**src/rtl/tal_pkg.sv**
```systemverilog
package tal_pkg;
  localparam int FQ_W  = 2;
  localparam int CNT_W = 3;

  // consecutive-hit count selected by the fault-queue field
  function automatic logic [CNT_W-1:0] fq_need(input logic [FQ_W-1:0] fq);
    case (fq)
      2'b00:   return CNT_W'(1);
      2'b01:   return CNT_W'(2);
      2'b10:   return CNT_W'(4);
      default: return CNT_W'(6);
    endcase
  endfunction
endpackage

```
**src/rtl/tal_cmp.sv**
```systemverilog
module tal_cmp #(
  parameter int W = 12
) (
  input  logic signed [W-1:0] sample_i,
  input  logic signed [W-1:0] high_lim_i,
  input  logic signed [W-1:0] low_lim_i,
  output logic                ge_high_o,
  output logic                lt_low_o
);
  always_comb begin
    ge_high_o = (sample_i >= high_lim_i);
    lt_low_o  = (sample_i <  low_lim_i);
  end
endmodule

```
**src/rtl/tal_qual.sv**
```systemverilog
module tal_qual #(
  parameter int CNT_W = 3
) (
  input  logic             clk_i,
  input  logic             rst_ni,
  input  logic             flush_i,
  input  logic             step_i,
  input  logic             hit_i,
  input  logic [CNT_W-1:0] need_i,
  output logic             fire_o
);
  logic [CNT_W-1:0] cnt_q;
  logic [CNT_W-1:0] cnt_inc;

  assign cnt_inc = cnt_q + 1'b1;
  // >= keeps a shrinking fq_i from overrunning the count
  assign fire_o  = step_i & hit_i & (cnt_inc >= need_i);

  always_ff @(posedge clk_i or negedge rst_ni) begin
    if (!rst_ni)                        cnt_q <= '0;
    else if (flush_i)                   cnt_q <= '0;
    else if (step_i) begin
      if (!hit_i || fire_o)             cnt_q <= '0;
      else                              cnt_q <= cnt_inc;
    end
  end
endmodule

```
**src/rtl/tal_hist.sv**
```systemverilog
module tal_hist (
  input  logic clk_i,
  input  logic rst_ni,
  input  logic tm_i,
  input  logic shutdown_i,
  output logic hist_clr_o
);
  logic tm_q;

  always_ff @(posedge clk_i or negedge rst_ni) begin
    if (!rst_ni) tm_q <= 1'b0;
    else         tm_q <= tm_i;
  end

  assign hist_clr_o = shutdown_i | (tm_q != tm_i);
endmodule

```
**src/rtl/temp_alert_ctrl.sv**
```systemverilog
module temp_alert_ctrl #(
  parameter int TEMP_W = 12
) (
  input  logic              clk_i,
  input  logic              rst_ni,
  input  logic              sample_valid_i,
  input  logic [TEMP_W-1:0] sample_i,
  input  logic [TEMP_W-1:0] high_lim_i,
  input  logic [TEMP_W-1:0] low_lim_i,
  input  logic              tm_i,
  input  logic [1:0]        fq_i,
  input  logic              pol_i,
  input  logic              shutdown_i,
  input  logic              rd_clr_i,
  input  logic              ara_clr_i,
  output logic              alert_o,
  output logic              alert_flag_o
);
  import tal_pkg::*;

  logic             ge_high, lt_low;
  logic             hist_clr, clr_evt, step, hit, side, fire;
  logic             alert_q, watch_low_q;
  logic [CNT_W-1:0] need;

  tal_cmp #(.W(TEMP_W)) u_cmp (
    .sample_i   (sample_i),
    .high_lim_i (high_lim_i),
    .low_lim_i  (low_lim_i),
    .ge_high_o  (ge_high),
    .lt_low_o   (lt_low)
  );

  tal_hist u_hist (
    .clk_i      (clk_i),
    .rst_ni     (rst_ni),
    .tm_i       (tm_i),
    .shutdown_i (shutdown_i),
    .hist_clr_o (hist_clr)
  );

  assign need    = fq_need(fq_i);
  // comparator mode watches the side opposite to the current state
  assign side    = tm_i ? watch_low_q : alert_q;
  assign hit     = side ? lt_low : ge_high;
  assign clr_evt = tm_i & alert_q & (rd_clr_i | ara_clr_i);
  assign step    = sample_valid_i & ~hist_clr & ~clr_evt & ~(tm_i & alert_q);

  tal_qual #(.CNT_W(CNT_W)) u_qual (
    .clk_i   (clk_i),
    .rst_ni  (rst_ni),
    .flush_i (hist_clr | clr_evt),
    .step_i  (step),
    .hit_i   (hit),
    .need_i  (need),
    .fire_o  (fire)
  );

  always_ff @(posedge clk_i or negedge rst_ni) begin
    if (!rst_ni) begin
      alert_q     <= 1'b0;
      watch_low_q <= 1'b0;
    end else if (hist_clr) begin
      alert_q     <= 1'b0;
      watch_low_q <= 1'b0;
    end else if (clr_evt) begin
      alert_q     <= 1'b0;
      watch_low_q <= ~watch_low_q;
    end else if (fire) begin
      alert_q     <= tm_i ? 1'b1 : ~alert_q;
    end
  end

  assign alert_flag_o = alert_q;
  assign alert_o      = alert_q ^ pol_i;
endmodule

```
**config.mk**
```make
export PLATFORM = sky130hd
export DESIGN_NAME = temp_alert_ctrl
export DESIGN_NICKNAME = d
export VERILOG_FILES = /design/src/rtl/tal_pkg.sv /design/src/rtl/tal_cmp.sv /design/src/rtl/tal_qual.sv /design/src/rtl/tal_hist.sv /design/src/rtl/temp_alert_ctrl.sv
export SDC_FILE = /design/constraint.sdc
export NUM_CORES = 1
export LEC_CHECK = 0
export ABC_AREA = 1
export BUFFER_PORTS_ARGS = -buffer_cell sky130_fd_sc_hd__buf_2
export CAP_MARGIN = 20
export CORE_AREA = 2 2 44 66
export CTS_BUF_LIST = sky130_fd_sc_hd__clkbuf_8 sky130_fd_sc_hd__clkbuf_16
export CTS_CLUSTER_SIZE = 8
export DETAILED_ROUTE_END_ITERATION = 7
export DIE_AREA = 0 0 46 68
export MAX_ROUTING_LAYER = met4
export PLACE_DENSITY = 0.76
export SLEW_MARGIN = 15
export SYNTH_ARGS = -nofsm -noshare
export SYNTH_HDL_FRONTEND = slang
export SYNTH_HIERARCHICAL = 1
export SYNTH_SLANG_ARGS = --single-unit
```
**constraint.sdc**
```tcl
create_clock -name clk_i -period 2.4 [get_ports clk_i]
set_input_delay 0.12 -clock clk_i [delete_from_list [all_inputs] [get_ports clk_i]]
set_output_delay 0.12 -clock clk_i [all_outputs]
set_load 0.02 [all_outputs]
```
Word-level counts from Yosys, hierarchy flattened
Index checks and enable logic that the tools add are counted.
- register bits: 6
- latch bits: 0
- memory bits (read-only): 0
- memories kept: 0
- output and inout bits: 2
- memory bits (writable): 0
- magnitude comparators: 3
- div/mod/pow operators: 0
- equal/unequal tests: 3
- bitwise logic cells: 16
- shift-type cells: 0
- reductions and logical operators: 6
- multiplexer cells: 12
- add/subtract/negate cells: 1
- multiply operators: 0
- operator list (cell ; count):
    $ge A12 B12 Y1 ; 1
    $lt A12 B12 Y1 ; 1
    $mux W3 ; 3
    $pmux W3 S3 ; 1
    $mux W1 ; 8
    $and A1 B1 Y1 ; 7
    $not A1 Y1 ; 5
    $reduce_bool A2 Y1 ; 2
    $add A3 B1 Y3 const B ; 1
    $ge A3 B3 Y1 ; 1
    $or A1 B1 Y1 ; 3
    $reduce_bool A3 Y1 ; 1
    $eq A2 B1 Y1 const B ; 1
    $eq A2 B2 Y1 const B ; 1
    $logic_not A2 Y1 ; 1
    $logic_not A1 Y1 ; 1
    $logic_or A1 B1 Y1 ; 1
    $ne A1 B1 Y1 ; 1
    $xor A1 B1 Y1 ; 1

Depth between registers and ports, before layout
- depth after elaboration: 12
- depth in mapped cells: 20
- depth with buffers taken out: 20

By module
Netlist, hierarchy kept.
- by module, submodules not included (module ; cells each ; times used ; seq. area each (µm²) ; area an instance (µm²)):
    tal_cmp ; 115 ; 1 ; 0.0 ; 669.4
    tal_qual ; 42 ; 1 ; 75.1 ; 264.0
    temp_alert_ctrl ; 33 ; 1 ; 50.0 ; 183.9
    tal_hist ; 7 ; 1 ; 25.0 ; 48.8

Worst setup path after synthesis
No wires, ideal clock.
- path kind: input -> register
- start point: input port high_lim_i[11]
- end point: register alert_q (netlist: alert_flag_o)
- path slack: 0.734 ns
- buffers on the path: 0
- arrival: 1.548 ns
- cell stages on the path: 15
- required time: 2.282 ns
- setup time: 0.118 ns
- path through: inv_1 ha_1 a21o_2 nor2_1 nand4_1 nand3_1 nand3_1 nand2_1 nand2_1 inv_2 nand2_2 inv_1 nor2_1 a21oi_1 nor2_1
- cells in the longest elaborated chain, start to end: 5
- ends and longest elaborated chain (element ; line ; text):
    start, declared ; temp_alert_ctrl.sv:8 ; input logic [TEMP_W-1:0] high_lim_i,
    $ge A12 B12 Y1 ; tal_cmp.sv:11 ; ge_high_o = (sample_i >= high_lim_i);
    net ge_high ; temp_alert_ctrl.sv:21 ; logic ge_high, lt_low;
    $mux W1 ; temp_alert_ctrl.sv:45 ; assign hit = side ? lt_low : ge_high;
    net hit ; temp_alert_ctrl.sv:22 ; logic hist_clr, clr_evt, step, hit, side, fire;
    $and A1 B1 Y1 (2 in series) ; tal_qual.sv:17 ; assign fire_o = step_i & hit_i & (cnt_inc >= need_i);
    net fire ; temp_alert_ctrl.sv:22 ;
    $reduce_bool A3 Y1 (no source line) ; - ;
    end signal, assigned ; temp_alert_ctrl.sv:70 ; alert_q <= tm_i ? 1'b1 : ~alert_q;
    end, declared ; temp_alert_ctrl.sv:23 ; logic alert_q, watch_low_q;
The timed path passes the listed nets, and every way through them passes these cells.
A chain may end at the register's enable or synchronous reset.

Final worst setup path
- start point: register u_qual.cnt_q[0]
- end point: register alert_q (netlist: alert_flag_o)
- cells in the longest elaborated chain, start to end: 4
- ends and longest elaborated chain (element ; line ; text):
    start, declared ; tal_qual.sv:12 ; logic [CNT_W-1:0] cnt_q;
    start signal, assigned ; tal_qual.sv:24 ; else cnt_q <= cnt_inc;
    $add A3 B1 Y3 ; tal_qual.sv:15 ; assign cnt_inc = cnt_q + 1'b1;
    $ge A3 B3 Y1 ; tal_qual.sv:17 ;
    $and A1 B1 Y1 ; tal_qual.sv:17 ;
    net fire ; temp_alert_ctrl.sv:22 ;
    $reduce_bool A3 Y1 (no source line) ; - ;
The timed path passes the listed nets, and every way through them passes these cells.

==> metrics.cfg <==
[place]
portBuffers=47
placed_area_um2=1430
dp_hpwl_um=2140
gp_congestion=0.796

[clock_tree]
clockBufferDepth=2
cts_made_buffers=3
clk_pin_slew_ns=0.04
insertion_delay_ns=0.22
cts_resized=0
cts_setup_buffers=0
cts_tree=yes
hold_buffers=1
clock_sinks=6
h-tree-depth=1
cts_root_buf=clkbuf_8

[layout]
fillerInstances=268
final_layout_size_suffix_gt1_share_pct=24.8
antenna_cells=0
fin_area_um2=1480
syn2layout_area_growth_pct=26.6
regArea_um2=150
final_util_pct=57.0
nNetsFinal=321
multi_input_area_um2=787

[sta]
report.final.slew_viol_count=0
skew_ns=0.00472
max-slew-margin-rel_pct=84.0
holdWs_ns=0.0914
setup_viol=0
fin_crit_sh_pct=76.4
min_period_ns=1.83
hold_viol_final=0
fin_setup_tns_ns=0
max_freq_ghz=0.546
rsz0062_at_grt=false
worstMarginPinSlew_ns=0.240

[synthesis]
avgSynthCellArea_um2=5.92
syn-num-nets=270
ys_warn_count=6
synth_top_area_cell=ha_1
ys_seq_area_share_pct=12.9
synth_seq_cells=6
syn_inst=197
synth_cell_types=15
yosysTopAreaCellShare_pct=29.0
ys_top_cells_by_area=ha_1 (29%), nand2_1 (18%), inv_1 (18%)
syn_area_um2=1170

[grt]
grtUsageTotal_pct=16.8
grt_pass1_vias=1112
grt_max_degree=7
overflow=0
grt_first_pass_wirelength_um=3930
antenna_found_initial=0

[floorplanning]
fp.coreArea_um2=2590
die_w_um=46
num_io_pins=48
dieArea_um2=3130
fp.dieH_um=68
core.rowCount=23
initial_core_util_pct=45.0

[detailed_routing]
dr.pass1.iters=4
drtIter0Drc=15
ant_nets=0
drt-total-wl_um=2350
vias_per_cell=4.56
drc=0
via_count=1235
wl_per_cell_um=8.69

[min_path]
min_path_type=in -> reg
hold_depth=1

[setup_path]
endpoint_kind=flip-flop
crit_required_ns=2.50
rr_worst_depth=12
setup.worst_path.start_class=flip-flop
crit_arrival_ns=1.94
reg2reg_slack_ns=0.57
path_class=reg -> reg
cp_max_fo=4

[power]
powerDensity_nw_per_um2=288
leakagePower_nw=1.05
power_w=0.000426
peakVddDrop_mv=0.209

[job]
maxCapViolCount=0

[run_status]
status=finished clean

-- kinds of logic after synthesis --
family          synth area share, %
compound gates                 5.47
xor+xnor                      0.751
fa+ha+maj                      29.0
buf+inv                        19.6
flops                          12.9
simple gates                   32.3
-- cell usage after synthesis --
| library cell | number |
|---|---|
| nand4_1 | 4 |
| clkbuf_1 | 2 |
| nand3_1 | 11 |
| ha_1 | 27 |
| nand2_2 | 5 |
| nor2_2 | 1 |
| inv_2 | 4 |
| nor2_1 | 13 |
| inv_1 | 55 |
| dfrtp_1 | 6 |
| xor2_1 | 1 |
| nand2_1 | 56 |
| o21ai_0 | 1 |
| a21oi_1 | 10 |
| a21o_2 | 1 |
-- path summary, 6_finish.rpt --
kind                                 start         endpoint
hold / removal                        tm_i      u_hist/tm_q
max in group asynchronous           rst_ni      u_hist/tm_q
setup reg to reg           u_qual/cnt_q[0]     alert_flag_o
min in group asynchronous           rst_ni  u_qual/cnt_q[1]
hold reg to reg            u_qual/cnt_q[1]  u_qual/cnt_q[1]
setup / recovery           u_qual/cnt_q[0]     alert_flag_o
-- worst max-delay path, cell delays in order, from the launching register on --
cell and delay [ns]:
dfrtp_1 0.41, ha_1 0.23, inv_1 0.05, nand2_1 0.04, nand2_1 0.08, inv_1 0.05, ha_1 0.28, a21oi_1 0.15
nand2_1 0.09, nand2_2 0.09, inv_1 0.05, a21oi_1 0.15, nor2_1 0.05
-- metrics by stage --
stage          worst slack, ns  std cells
6_report                 0.567        271
3_3_place_gp             0.540        267
3_5_place_dp             0.463        267
2_1_floorplan            0.734        197
5_1_grt                  0.360        271
4_1_cts                  0.562        271
-- report_power, final --
group | leakage [nW] | internal (W) | switching (W) | total, W
clock | 0.0216 | 0.000107 | 0.0000407 | 0.000148
sequential | 0.0814 | 0.000103 | 0.00000123 | 0.000104
combinational | 0.946 | 0.0000803 | 0.0000928 | 0.000173
-- area by class of cell --
class                      count  share of cell area [%]
timing repair buffer          48                    16.6
clock buffer                   3                    2.80
tap                           25                    2.12
sequential                     6                    10.2
inverter                      59                    15.0
multi-input combinational    130                    53.3
-- layout by cell type (no fill, tap or decap) --
cell type      netlist  layout
ha_1                27      27
clkbuf_8             0       3
nand2_1             56      56
nand4_1              4       4
inv_2                4       4
dlygate4sd3_1        0       1
xor2_1               1       1
nand3_1             11      11
o21ai_0              1       1
dfrtp_1              6       6
buf_2                0      47
inv_1               55      55
nor2_2               1       1
nor2_1              13      13
a21o_2               1       1
nand2_2              5       5
a21oi_1             10      10
-- metal layers --
metal	track usage, %	vias up	share of wire [%]
li1	-	690	-
met3	1.58	2	4.2
met5	-	-	0
met4	6.07	0	0.72
met1	15.9	515	39
met2	33.0	28	56
-- registers in the layout (all words and copies together) (netlist names) --
name / count
u_hist/tm_q: 1
alert_flag_o: 1
u_qual/cnt_q: 3
watch_low_q: 1
Power figures use the tool's default switching activity.
